===== src/rtl/lane_align_pkg.sv =====
package lane_align_pkg;

   typedef enum logic [1:0] {
      ACC_BYTE = 2'd0,
      ACC_HALF = 2'd1,
      ACC_FULL = 2'd2,
      ACC_RSVD = 2'd3
   } acc_size_e;

endpackage


===== src/rtl/lane_select.sv =====
module lane_select
   import lane_align_pkg::*;
#(
   parameter int NLANES = 4,
   parameter int OFS_W  = 2
) (
   input  acc_size_e              size_i,
   input  logic [OFS_W-1:0]       ofs_i,
   input  logic                   big_i,
   output logic [NLANES-1:0]      en_o,
   output logic [OFS_W-1:0]       byte_lane_o,
   output logic [OFS_W-1:0]       half_lane_o,
   output logic                   misalign_o
);

   // Big-endian mirrors the offset: lane = NLANES-1-ofs, which is ~ofs
   // for a power-of-two lane count. The half-word low lane is the even one.
   always_comb begin
      byte_lane_o = big_i ? ~ofs_i : ofs_i;
      half_lane_o = {byte_lane_o[OFS_W-1:1], 1'b0};
   end

   always_comb begin
      unique case (size_i)
         ACC_BYTE: misalign_o = 1'b0;
         ACC_HALF: misalign_o = ofs_i[0];
         ACC_FULL: misalign_o = |ofs_i;
         default:  misalign_o = 1'b1;
      endcase
   end

   for (genvar l = 0; l < NLANES; l++) begin : g_lane_en
      localparam logic [OFS_W-1:0] LANE_ID = OFS_W'(l);
      always_comb begin
         en_o[l] = 1'b0;
         if (!misalign_o) begin
            unique case (size_i)
               ACC_BYTE: en_o[l] = (byte_lane_o == LANE_ID);
               ACC_HALF: en_o[l] = (half_lane_o[OFS_W-1:1] == LANE_ID[OFS_W-1:1]);
               ACC_FULL: en_o[l] = 1'b1;
               default:  en_o[l] = 1'b0;
            endcase
         end
      end
   end

endmodule


===== src/rtl/store_replicate.sv =====
module store_replicate
   import lane_align_pkg::*;
#(
   parameter int LANE_W = 8,
   parameter int NLANES = 4,
   localparam int DATA_W = LANE_W * NLANES
) (
   input  acc_size_e           size_i,
   input  logic [DATA_W-1:0]   data_i,
   output logic [DATA_W-1:0]   lanes_o
);

   for (genvar l = 0; l < NLANES; l++) begin : g_lane
      localparam int HALF_SRC = (l % 2) * LANE_W;
      localparam int FULL_SRC = l * LANE_W;
      always_comb begin
         unique case (size_i)
            ACC_BYTE: lanes_o[l*LANE_W +: LANE_W] = data_i[LANE_W-1:0];
            ACC_HALF: lanes_o[l*LANE_W +: LANE_W] = data_i[HALF_SRC +: LANE_W];
            default:  lanes_o[l*LANE_W +: LANE_W] = data_i[FULL_SRC +: LANE_W];
         endcase
      end
   end

endmodule


===== src/rtl/load_extract.sv =====
module load_extract
   import lane_align_pkg::*;
#(
   parameter int LANE_W = 8,
   parameter int NLANES = 4,
   parameter int OFS_W  = 2,
   localparam int DATA_W = LANE_W * NLANES,
   localparam int HALF_W = 2 * LANE_W
) (
   input  acc_size_e           size_i,
   input  logic [OFS_W-1:0]    byte_lane_i,
   input  logic [OFS_W-1:0]    half_lane_i,
   input  logic [DATA_W-1:0]   mem_i,
   output logic [DATA_W-1:0]   data_o
);

   logic [LANE_W-1:0] byte_val;
   logic [HALF_W-1:0] half_val;

   // Lane multiplexers built as explicit one-hot OR trees.
   always_comb begin
      byte_val = '0;
      half_val = '0;
      for (int l = 0; l < NLANES; l++) begin
         if (byte_lane_i == OFS_W'(l))
            byte_val = byte_val | mem_i[l*LANE_W +: LANE_W];
      end
      for (int h = 0; h < NLANES / 2; h++) begin
         if (half_lane_i == OFS_W'(2 * h))
            half_val = half_val | mem_i[h*HALF_W +: HALF_W];
      end
   end

   always_comb begin
      unique case (size_i)
         ACC_BYTE: data_o = {{(DATA_W-LANE_W){byte_val[LANE_W-1]}}, byte_val};
         ACC_HALF: data_o = {{(DATA_W-HALF_W){half_val[HALF_W-1]}}, half_val};
         default:  data_o = mem_i;
      endcase
   end

endmodule


===== src/rtl/lsu_lane_aligner.sv =====
module lsu_lane_aligner
   import lane_align_pkg::*;
#(
   parameter int DATA_W = 32,
   parameter int LANE_W = 8,
   localparam int NLANES = DATA_W / LANE_W,
   localparam int OFS_W  = $clog2(NLANES)
) (
   input  logic                 clk,
   input  logic                 rst_n,
   input  logic                 req_valid,
   output logic                 req_ready,
   input  logic                 req_store,
   input  logic [1:0]           req_size,
   input  logic [OFS_W-1:0]     req_ofs,
   input  logic                 big_endian,
   input  logic [DATA_W-1:0]    st_wdata,
   input  logic [DATA_W-1:0]    mem_rdata,
   output logic [DATA_W-1:0]    st_lanes,
   output logic [NLANES-1:0]    st_byte_en,
   output logic                 misaligned,
   output logic                 ld_valid,
   input  logic                 ld_ready,
   output logic [DATA_W-1:0]    ld_data
);

   if ((DATA_W % LANE_W) != 0) begin : g_bad_split
      $error("DATA_W must be a whole number of lanes");
   end
   if (NLANES < 4 || (NLANES & (NLANES - 1)) != 0) begin : g_bad_lanes
      $error("lane count must be a power of two of at least four");
   end

   acc_size_e            size_e;
   logic [NLANES-1:0]    en_c;
   logic [OFS_W-1:0]     byte_lane_c, half_lane_c;
   logic                 mis_c;
   logic [DATA_W-1:0]    lanes_c, ext_c;
   logic                 accept;

   assign size_e    = acc_size_e'(req_size);
   assign req_ready = !ld_valid || ld_ready;
   assign accept    = req_valid && req_ready;

   lane_select #(.NLANES(NLANES), .OFS_W(OFS_W)) u_sel (
      .size_i      (size_e),
      .ofs_i       (req_ofs),
      .big_i       (big_endian),
      .en_o        (en_c),
      .byte_lane_o (byte_lane_c),
      .half_lane_o (half_lane_c),
      .misalign_o  (mis_c)
   );

   store_replicate #(.LANE_W(LANE_W), .NLANES(NLANES)) u_rep (
      .size_i  (size_e),
      .data_i  (st_wdata),
      .lanes_o (lanes_c)
   );

   load_extract #(.LANE_W(LANE_W), .NLANES(NLANES), .OFS_W(OFS_W)) u_ext (
      .size_i      (size_e),
      .byte_lane_i (byte_lane_c),
      .half_lane_i (half_lane_c),
      .mem_i       (mem_rdata),
      .data_o      (ext_c)
   );

   // Store side: enables pulse for one cycle, lanes hold between stores.
   always_ff @(posedge clk) begin
      if (!rst_n) begin
         st_byte_en <= '0;
         misaligned <= 1'b0;
         st_lanes   <= '0;
      end else begin
         st_byte_en <= (accept && req_store) ? en_c : '0;
         misaligned <= accept && mis_c;
         if (accept && req_store && !mis_c)
            st_lanes <= lanes_c;
      end
   end

   // Load return: captured at acceptance, held until taken.
   always_ff @(posedge clk) begin
      if (!rst_n) begin
         ld_valid <= 1'b0;
         ld_data  <= '0;
      end else if (accept) begin
         ld_valid <= !req_store && !mis_c;
         if (!req_store && !mis_c)
            ld_data <= ext_c;
      end else if (ld_ready) begin
         ld_valid <= 1'b0;
      end
   end

   a_r9_hold_result: assert property (@(posedge clk) disable iff (!rst_n)
      (ld_valid && !ld_ready) |=> (ld_valid && $stable(ld_data)));

   a_r4_no_lanes: assert property (@(posedge clk) disable iff (!rst_n)
      misaligned |-> (st_byte_en == '0 && !ld_valid));

   a_r11_pulse_only_after_store: assert property (@(posedge clk) disable iff (!rst_n)
      !(req_valid && req_ready && req_store) |=> (st_byte_en == '0));

   a_r2_lane_count: assert property (@(posedge clk) disable iff (!rst_n)
      ($countones(st_byte_en) == 0 || $countones(st_byte_en) == 1 ||
       $countones(st_byte_en) == 2 || $countones(st_byte_en) == NLANES));

   a_r4_single_pulse: assert property (@(posedge clk) disable iff (!rst_n)
      (misaligned && !(req_valid && req_ready)) |=> !misaligned);

   a_r12_stall_blocks: assert property (@(posedge clk) disable iff (!rst_n)
      (ld_valid && !ld_ready) |-> !req_ready);

endmodule


===== config.mk =====
export PLATFORM = sky130hd
export DESIGN_NAME = lsu_lane_aligner
export DESIGN_NICKNAME = d
export VERILOG_FILES = /design/src/rtl/lane_align_pkg.sv /design/src/rtl/lane_select.sv /design/src/rtl/store_replicate.sv /design/src/rtl/load_extract.sv /design/src/rtl/lsu_lane_aligner.sv
export SDC_FILE = /design/constraint.sdc
export NUM_CORES = 1
export LEC_CHECK = 0
export BUFFER_PORTS_ARGS = -buffer_cell sky130_fd_sc_hd__buf_4
export CORE_UTILIZATION = 50
export DETAILED_ROUTE_END_ITERATION = 6
export PLACE_DENSITY = 0.79
export SLEW_MARGIN = 20
export SYNTH_ARGS = -nofsm -noshare
export SYNTH_HDL_FRONTEND = slang
export SYNTH_HIERARCHICAL = 1
export SYNTH_SLANG_ARGS = --single-unit

===== constraint.sdc =====
create_clock -name clk -period 3.45 [get_ports clk]
set_clock_uncertainty 0.15 [all_clocks]
set_input_delay 0.5175 -clock clk [delete_from_list [all_inputs] [get_ports clk]]
set_output_delay 0.5175 -clock clk [all_outputs]
set_load 0.01 [all_outputs]

; Word-level counts from Yosys, hierarchy flattened
; Index checks and enable logic that the tools add are counted.
; W data, S select, Z words.
[word_totals]
reg_bits = 70
inputBits = 74
out_inout_bits = 71
wordCells = 53
[op_classes]
n_eq_ne = 5
mux = 18
bitwise_logic = 8
n_reduce_logical = 17
[ops]
columns = operator, n
row1 = $pmux W32 S2, 1
row2 = $mux W8, 6
row3 = $mux W16, 2
row4 = $or A8 B8 Y8, 3
row5 = $or A16 B16 Y16, 1
row6 = $pmux W8 S2, 1
row7 = $pmux W1 S3, 5
row8 = $eq A2 B2 Y1 const B, 3
row9 = $logic_not A2 Y1, 3
row10 = $logic_and A1 B1 Y1, 5
row11 = $eq A2 B1 Y1 const B, 2
row12 = $reduce_or A2 Y1, 2
row13 = $logic_not A1 Y1, 3
row14 = $not A1 Y1, 3
row15 = $reduce_or A3 Y1, 1
row16 = $mux W1, 2
row17 = $mux W2, 1
row18 = $not A2 Y2, 1
row19 = $reduce_and A2 Y1, 1
row20 = $reduce_bool A2 Y1, 1
row21 = $logic_or A1 B1 Y1, 1

; Longest topological paths before layout
[logic_depth]
depth_word = 11
ltp_mapped = 10
ltp_nobuf = 6

; By module
; The synthesis kept the hierarchy.
[by_module_without_submodules]
columns = mod, n_inst, cells_each, area_each_um2, seq_area_each_um2
row1 = lsu_lane_aligner, 1, 296, 2817.7, 1401.3
row2 = load_extract, 1, 141, 943.4, 0.0
row3 = store_replicate, 1, 53, 464.2, 0.0
row4 = lane_select, 1, 33, 244.0, 0.0

; Worst setup path before layout
; Ideal clock, no wire load.
[synth_path]
path_type = in2reg
from = input port req_ofs[1]
to = register ld_data[17]
setup_time_ns = 0.118
arrival_ns = 2.045
required_time_ns = 3.182
setup_slack_ns = 1.137
path_stages = 10
path_buffers = 4
cell_sequence = buf_2 -> xor2_1 -> buf_4 -> buf_2 -> mux2_2 -> nand3b_2 -> buf_2 -> nand3_1 -> nand2_1 -> mux2i_1
[synth_via]
elab_chain_len = 11
word_cells_on_any_way = 23
classes_between = eq/ne (3) / mux (9) / bitwise (5) / reduce/logical (6)
[synth_lines]
columns = element, line_no
row1 = start: declaration, lsu_lane_aligner.sv:15  ; input logic [OFS_W-1:0] req_ofs,
row2 = $not A2 Y2, lane_select.sv:19  ; byte_lane_o = big_i ? ~ofs_i : ofs_i;
row3 = $mux W2 *, lane_select.sv:19
row4 = named net byte_lane_c[1], lsu_lane_aligner.sv:36  ; logic [OFS_W-1:0] byte_lane_c, half_lane_c;
row5 = $logic_not A2 Y1, load_extract.sv:25  ; if (byte_lane_i == OFS_W'(l))
row6 = $mux W8, load_extract.sv:25
row7 = $or A8 B8 Y8, load_extract.sv:26  ; byte_val = byte_val | mem_i[l*LANE_W +: LANE_W];
row8 = $mux W8, load_extract.sv:25
row9 = $or A8 B8 Y8, load_extract.sv:26
row10 = $mux W8, load_extract.sv:25
row11 = $or A8 B8 Y8, load_extract.sv:26
row12 = $mux W8, load_extract.sv:25
row13 = $pmux W32 S2 *, load_extract.sv:35  ; unique case (size_i)
row14 = named net ext_c[17], lsu_lane_aligner.sv:38  ; logic [DATA_W-1:0] lanes_c, ext_c;
row15 = end signal: assignment, lsu_lane_aligner.sv:91  ; ld_data <= ext_c;
row16 = end: declaration, lsu_lane_aligner.sv:24  ; output logic [DATA_W-1:0] ld_data
; Mark *: on every way through the listed nets, which the timed path passes. The rest lies on a longest branch.
; A chain may end at the register's enable or synchronous reset.

; Worst setup path in the final report
[layout_path]
from = input port req_ofs[0]
to = register ld_data[31]
[layout_via]
elab_chain_len = 11
word_cells_on_any_way = 19
classes_between = eq/ne (3) / mux (7) / bitwise (4) / reduce/logical (5)
[layout_lines]
columns = element, line_no
row1 = $not A2 Y2, lane_select.sv:19
row2 = $mux W2 *, lane_select.sv:19
row3 = named net byte_lane_c[0], lsu_lane_aligner.sv:36
row4 = $logic_not A2 Y1, load_extract.sv:25
row5 = $mux W8, load_extract.sv:25
row6 = $or A8 B8 Y8, load_extract.sv:26
row7 = $mux W8, load_extract.sv:25
row8 = $or A8 B8 Y8, load_extract.sv:26
row9 = $mux W8, load_extract.sv:25
row10 = $or A8 B8 Y8, load_extract.sv:26
row11 = $mux W8 *, load_extract.sv:25
row12 = $pmux W32 S2 *, load_extract.sv:35
row13 = named net ext_c[31], lsu_lane_aligner.sv:38
; Marks and branches as above.

==> run metrics <==
Crit-path slowest cell a22oi_4; Post-synth EDFFs 0; Synth area leaders dfxtp_1 (31%), mux2i_1 (18%), nand2_1 (14%), mux2_2 (5.5%), nand3_1 (2.8%); via count 3988; post-synth top area cell dfxtp_1; Least-Margin Pin Slew 0.787 ns; drt pass-1 iters 5; Avg Cell Area, Syn 8.55 um^2; count leader, synth nand2_1; post-synth top area share 0.314; Starting Density 0.515; diode count 0; post-synthesis compound-gate area fraction 0.0750; GRT Overall Usage 0.239; Post-DP HPWL 8.43 mm; synth warn 6; final wirelength 11.5 mm; outcome finished clean; core footprint 8680 um^2; reg2reg end st_lanes[8]$_SDFFE_PN0P_; clk buf depth 2; CP Launch Type input pin; largest family of logic cells by synthesized area multiplexers; Cell Area, Synth 4470 um^2; dpl ws 0.835 ns; crit path launch req_ofs[0]; mux contribution to synthesized area 0.253; Final Setup Violations 0; Fin Setup TNS 0 ns; Seq pwr share 0.437; placed insts 724; r2r setup slk 1.63 ns; clock sink count 70; first-pass GRT wire length 17.3 mm; Adder-Cell Fraction of Synth Area 0; top_reg_cell synth dfxtp_1; RSZ-0062 raised after global routing no; crit path capture ld_data[31]$_SDFFE_PN0P_; fin crit share 0.674; Post-Synth XOR/XNOR Area 0.00588; Largest stage delay, worst path 0.60 ns; fraction of registers with async set/reset 0; post-synthesis sequential area ratio 0.314; Clock power frac 0.335; Pins Over Slew Limit 0; layout cell share with drive strength beyond 1 0.333; H-tree Lvls 3; hold_buf cts 0; fin area 5500 um^2; CP cell instances buf_4 > xor2_1 > nor3_1 > a22oi_4 > nand3_1 > nand2_1 > mux2i_1; Yosys reg bits 70; syn_nets 597; crit path kind in2reg; largest net degree at the start of global routing 85; CTS tree built; Root Driver clkbuf_8; placed inst area 5310 um^2; Die Span Y 96.5 um; I/O pin total 145; Non-Filler Instances 739; Slew Limit Headroom 0.475; port bufs 144; delay-heaviest family, CP compound AO/OA/AOI/OAI gates; switching share of power 0.292; cell row count 34; Worst Slack Setup Final 1.13 ns; Max VDD drop 0.222 mV; post-route ant nets 0; Max Cap Viol 0; worst r2r src ld_valid$_SDFFE_PN0P_; internal cell power 0.00138 W; initial antenna violation count 0; CTS Buf Count 9; Leak 2.46 nW; combinational cell fraction of total power 0.229; worst path bufs/invs 1; number of global-route vias before repair 3522; CP arrival 2.38 ns; setup repair bufs after CTS 0; Area Overhead vs Synth 23.0%; crit end category flip-flop; Fillers 786; Die ar. 9320 um^2; commonest cells in the netlist nand2_1 (162), mux2i_1 (79), dfxtp_1 (70), nand3_1 (25), o21ai_0 (25); fin nets 701; PwrDens 355 nW/um^2; clock-pin slew on the worst setup and hold paths 0.07 ns; Hold/Removal Path Class in2reg; Final Hold Violating Endpoints 0; cts repair resizes 0; simple-gate share of the synthesized area 0.250; DR iter-0 viols 213; drt via density 5.40; DR WL/cell 15.6 um; die width 96.5 um; critical path depth 7; critical path required time 3.51 ns; post-layout min period 2.32 ns; Sw Pwr 0.000570 W; drt drc 0; placer congestion estimate 0.871; CP Max Fanout 25; R2R depth 5; Congestion Overflow GR 0; clk_lat worst skew 0.34 ns; Fmax 430 MHz; post-synth cell types 42; cells after synthesis 523
[area by class of cell]
| type | instances | area (um^2) | area share |
|---|---|---|---|
| clock buffer | 9 | 124 | 0.0225 |
| tap | 108 | 135 | 0.0246 |
| clock inverter | 6 | 63.8 | 0.0116 |
| multi-input combinational | 394 | 2630 | 0.477 |
| timing repair buffer | 150 | 1140 | 0.207 |
| inverter | 2 | 10.0 | 0.00182 |
| sequential | 70 | 1400 | 0.255 |
[how the worst min path moves through the flow]
| stage | startpoint | end | slack (ns) | cells after the start |
|---|---|---|---|---|
| floorplan | ld_data[0]$_SDFFE_PN0P_ | ld_data[0]$_SDFFE_PN0P_ | 0.33 | 2 |
| global placement | st_lanes[6]$_SDFFE_PN0P_ | st_lanes[6]$_SDFFE_PN0P_ | 0.29 | 2 |
| detailed placement | st_lanes[23]$_SDFFE_PN0P_ | st_lanes[23]$_SDFFE_PN0P_ | 0.30 | 2 |
| CTS | st_wdata[2] | st_lanes[2]$_SDFFE_PN0P_ | 0.29 | 3 |
| global route | st_wdata[1] | st_lanes[1]$_SDFFE_PN0P_ | 0.29 | 3 |
| finish | st_wdata[1] | st_lanes[1]$_SDFFE_PN0P_ | 0.31 | 3 |
[power groups by stage]
stage	Clock (W)	Combinational (W)	Sequential (W)
2_1_floorplan	0	0.000292	0.000883
5_1_grt	0.000694	0.000487	0.000857
3_3_place_gp	0	0.000435	0.000871
4_1_cts	0.000663	0.000444	0.000853
3_5_place_dp	0	0.000443	0.000872
6_report	0.000654	0.000447	0.000853
[layer usage]
metal	wire, um	track usage	up-vias
met3	670	0.0462	15
met2	5560	0.377	132
met4	150	0.0833	0
met1	5150	0.325	1868
li1	-	-	1973
met5	0	0	-
[worst register-to-register path: stages, from the launching register on]
cell     delay [ns]
dfxtp_1        0.31
nor2b_4        0.14
inv_2          0.07
and4b_2        0.62
buf_12         0.26
mux2i_1        0.20
[cell families (layout without fill, tap and decap cells)]
kind of cell | after synthesis | in the layout
compound gates | 48 | 48
xor+xnor | 3 | 3
buf+inv | 59 | 167
flops | 70 | 70
mux | 107 | 107
other cells | 1 | 1
simple gates | 235 | 235
[layout by cell type, fill, tap and decap left out, types with 2 or more instances in the layout]
cell type / n
mux2_2: 22
buf_4: 149
dfxtp_1: 70
clkinvlp_4: 2
and2_1: 4
clkinv_2: 2
nand2_1: 162
clkbuf_8: 9
a22oi_1: 7
xor2_1: 2
a31oi_1: 2
nor2_1: 4
nand3_1: 25
nor2b_1: 14
o311ai_0: 7
mux2i_1: 79
nor3_1: 2
and3b_1: 8
o32ai_2: 2
o21ai_0: 25
and2b_1: 3
and4_2: 2
a32oi_1: 2
mux2_4: 6
[flip-flops by register name, summed over array words and instances, names as in the netlist]
signal,flops
ld_data,32
ld_valid,1
misaligned,1
st_byte_en,4
st_lanes,32
[through the flow]
step / utilization / hold slack [ns] / total power, W
final: 0.634 / 0.308 / 0.00195
after global routing: 0.634 / 0.293 / 0.00204
after CTS: 0.634 / 0.292 / 0.00196
after detailed placement: 0.612 / 0.301 / 0.00131
after global placement: 0.612 / 0.292 / 0.00131
after floorplan: - / 0.329 / 0.00118
No activity file was read; power rests on OpenSTA's default activity.
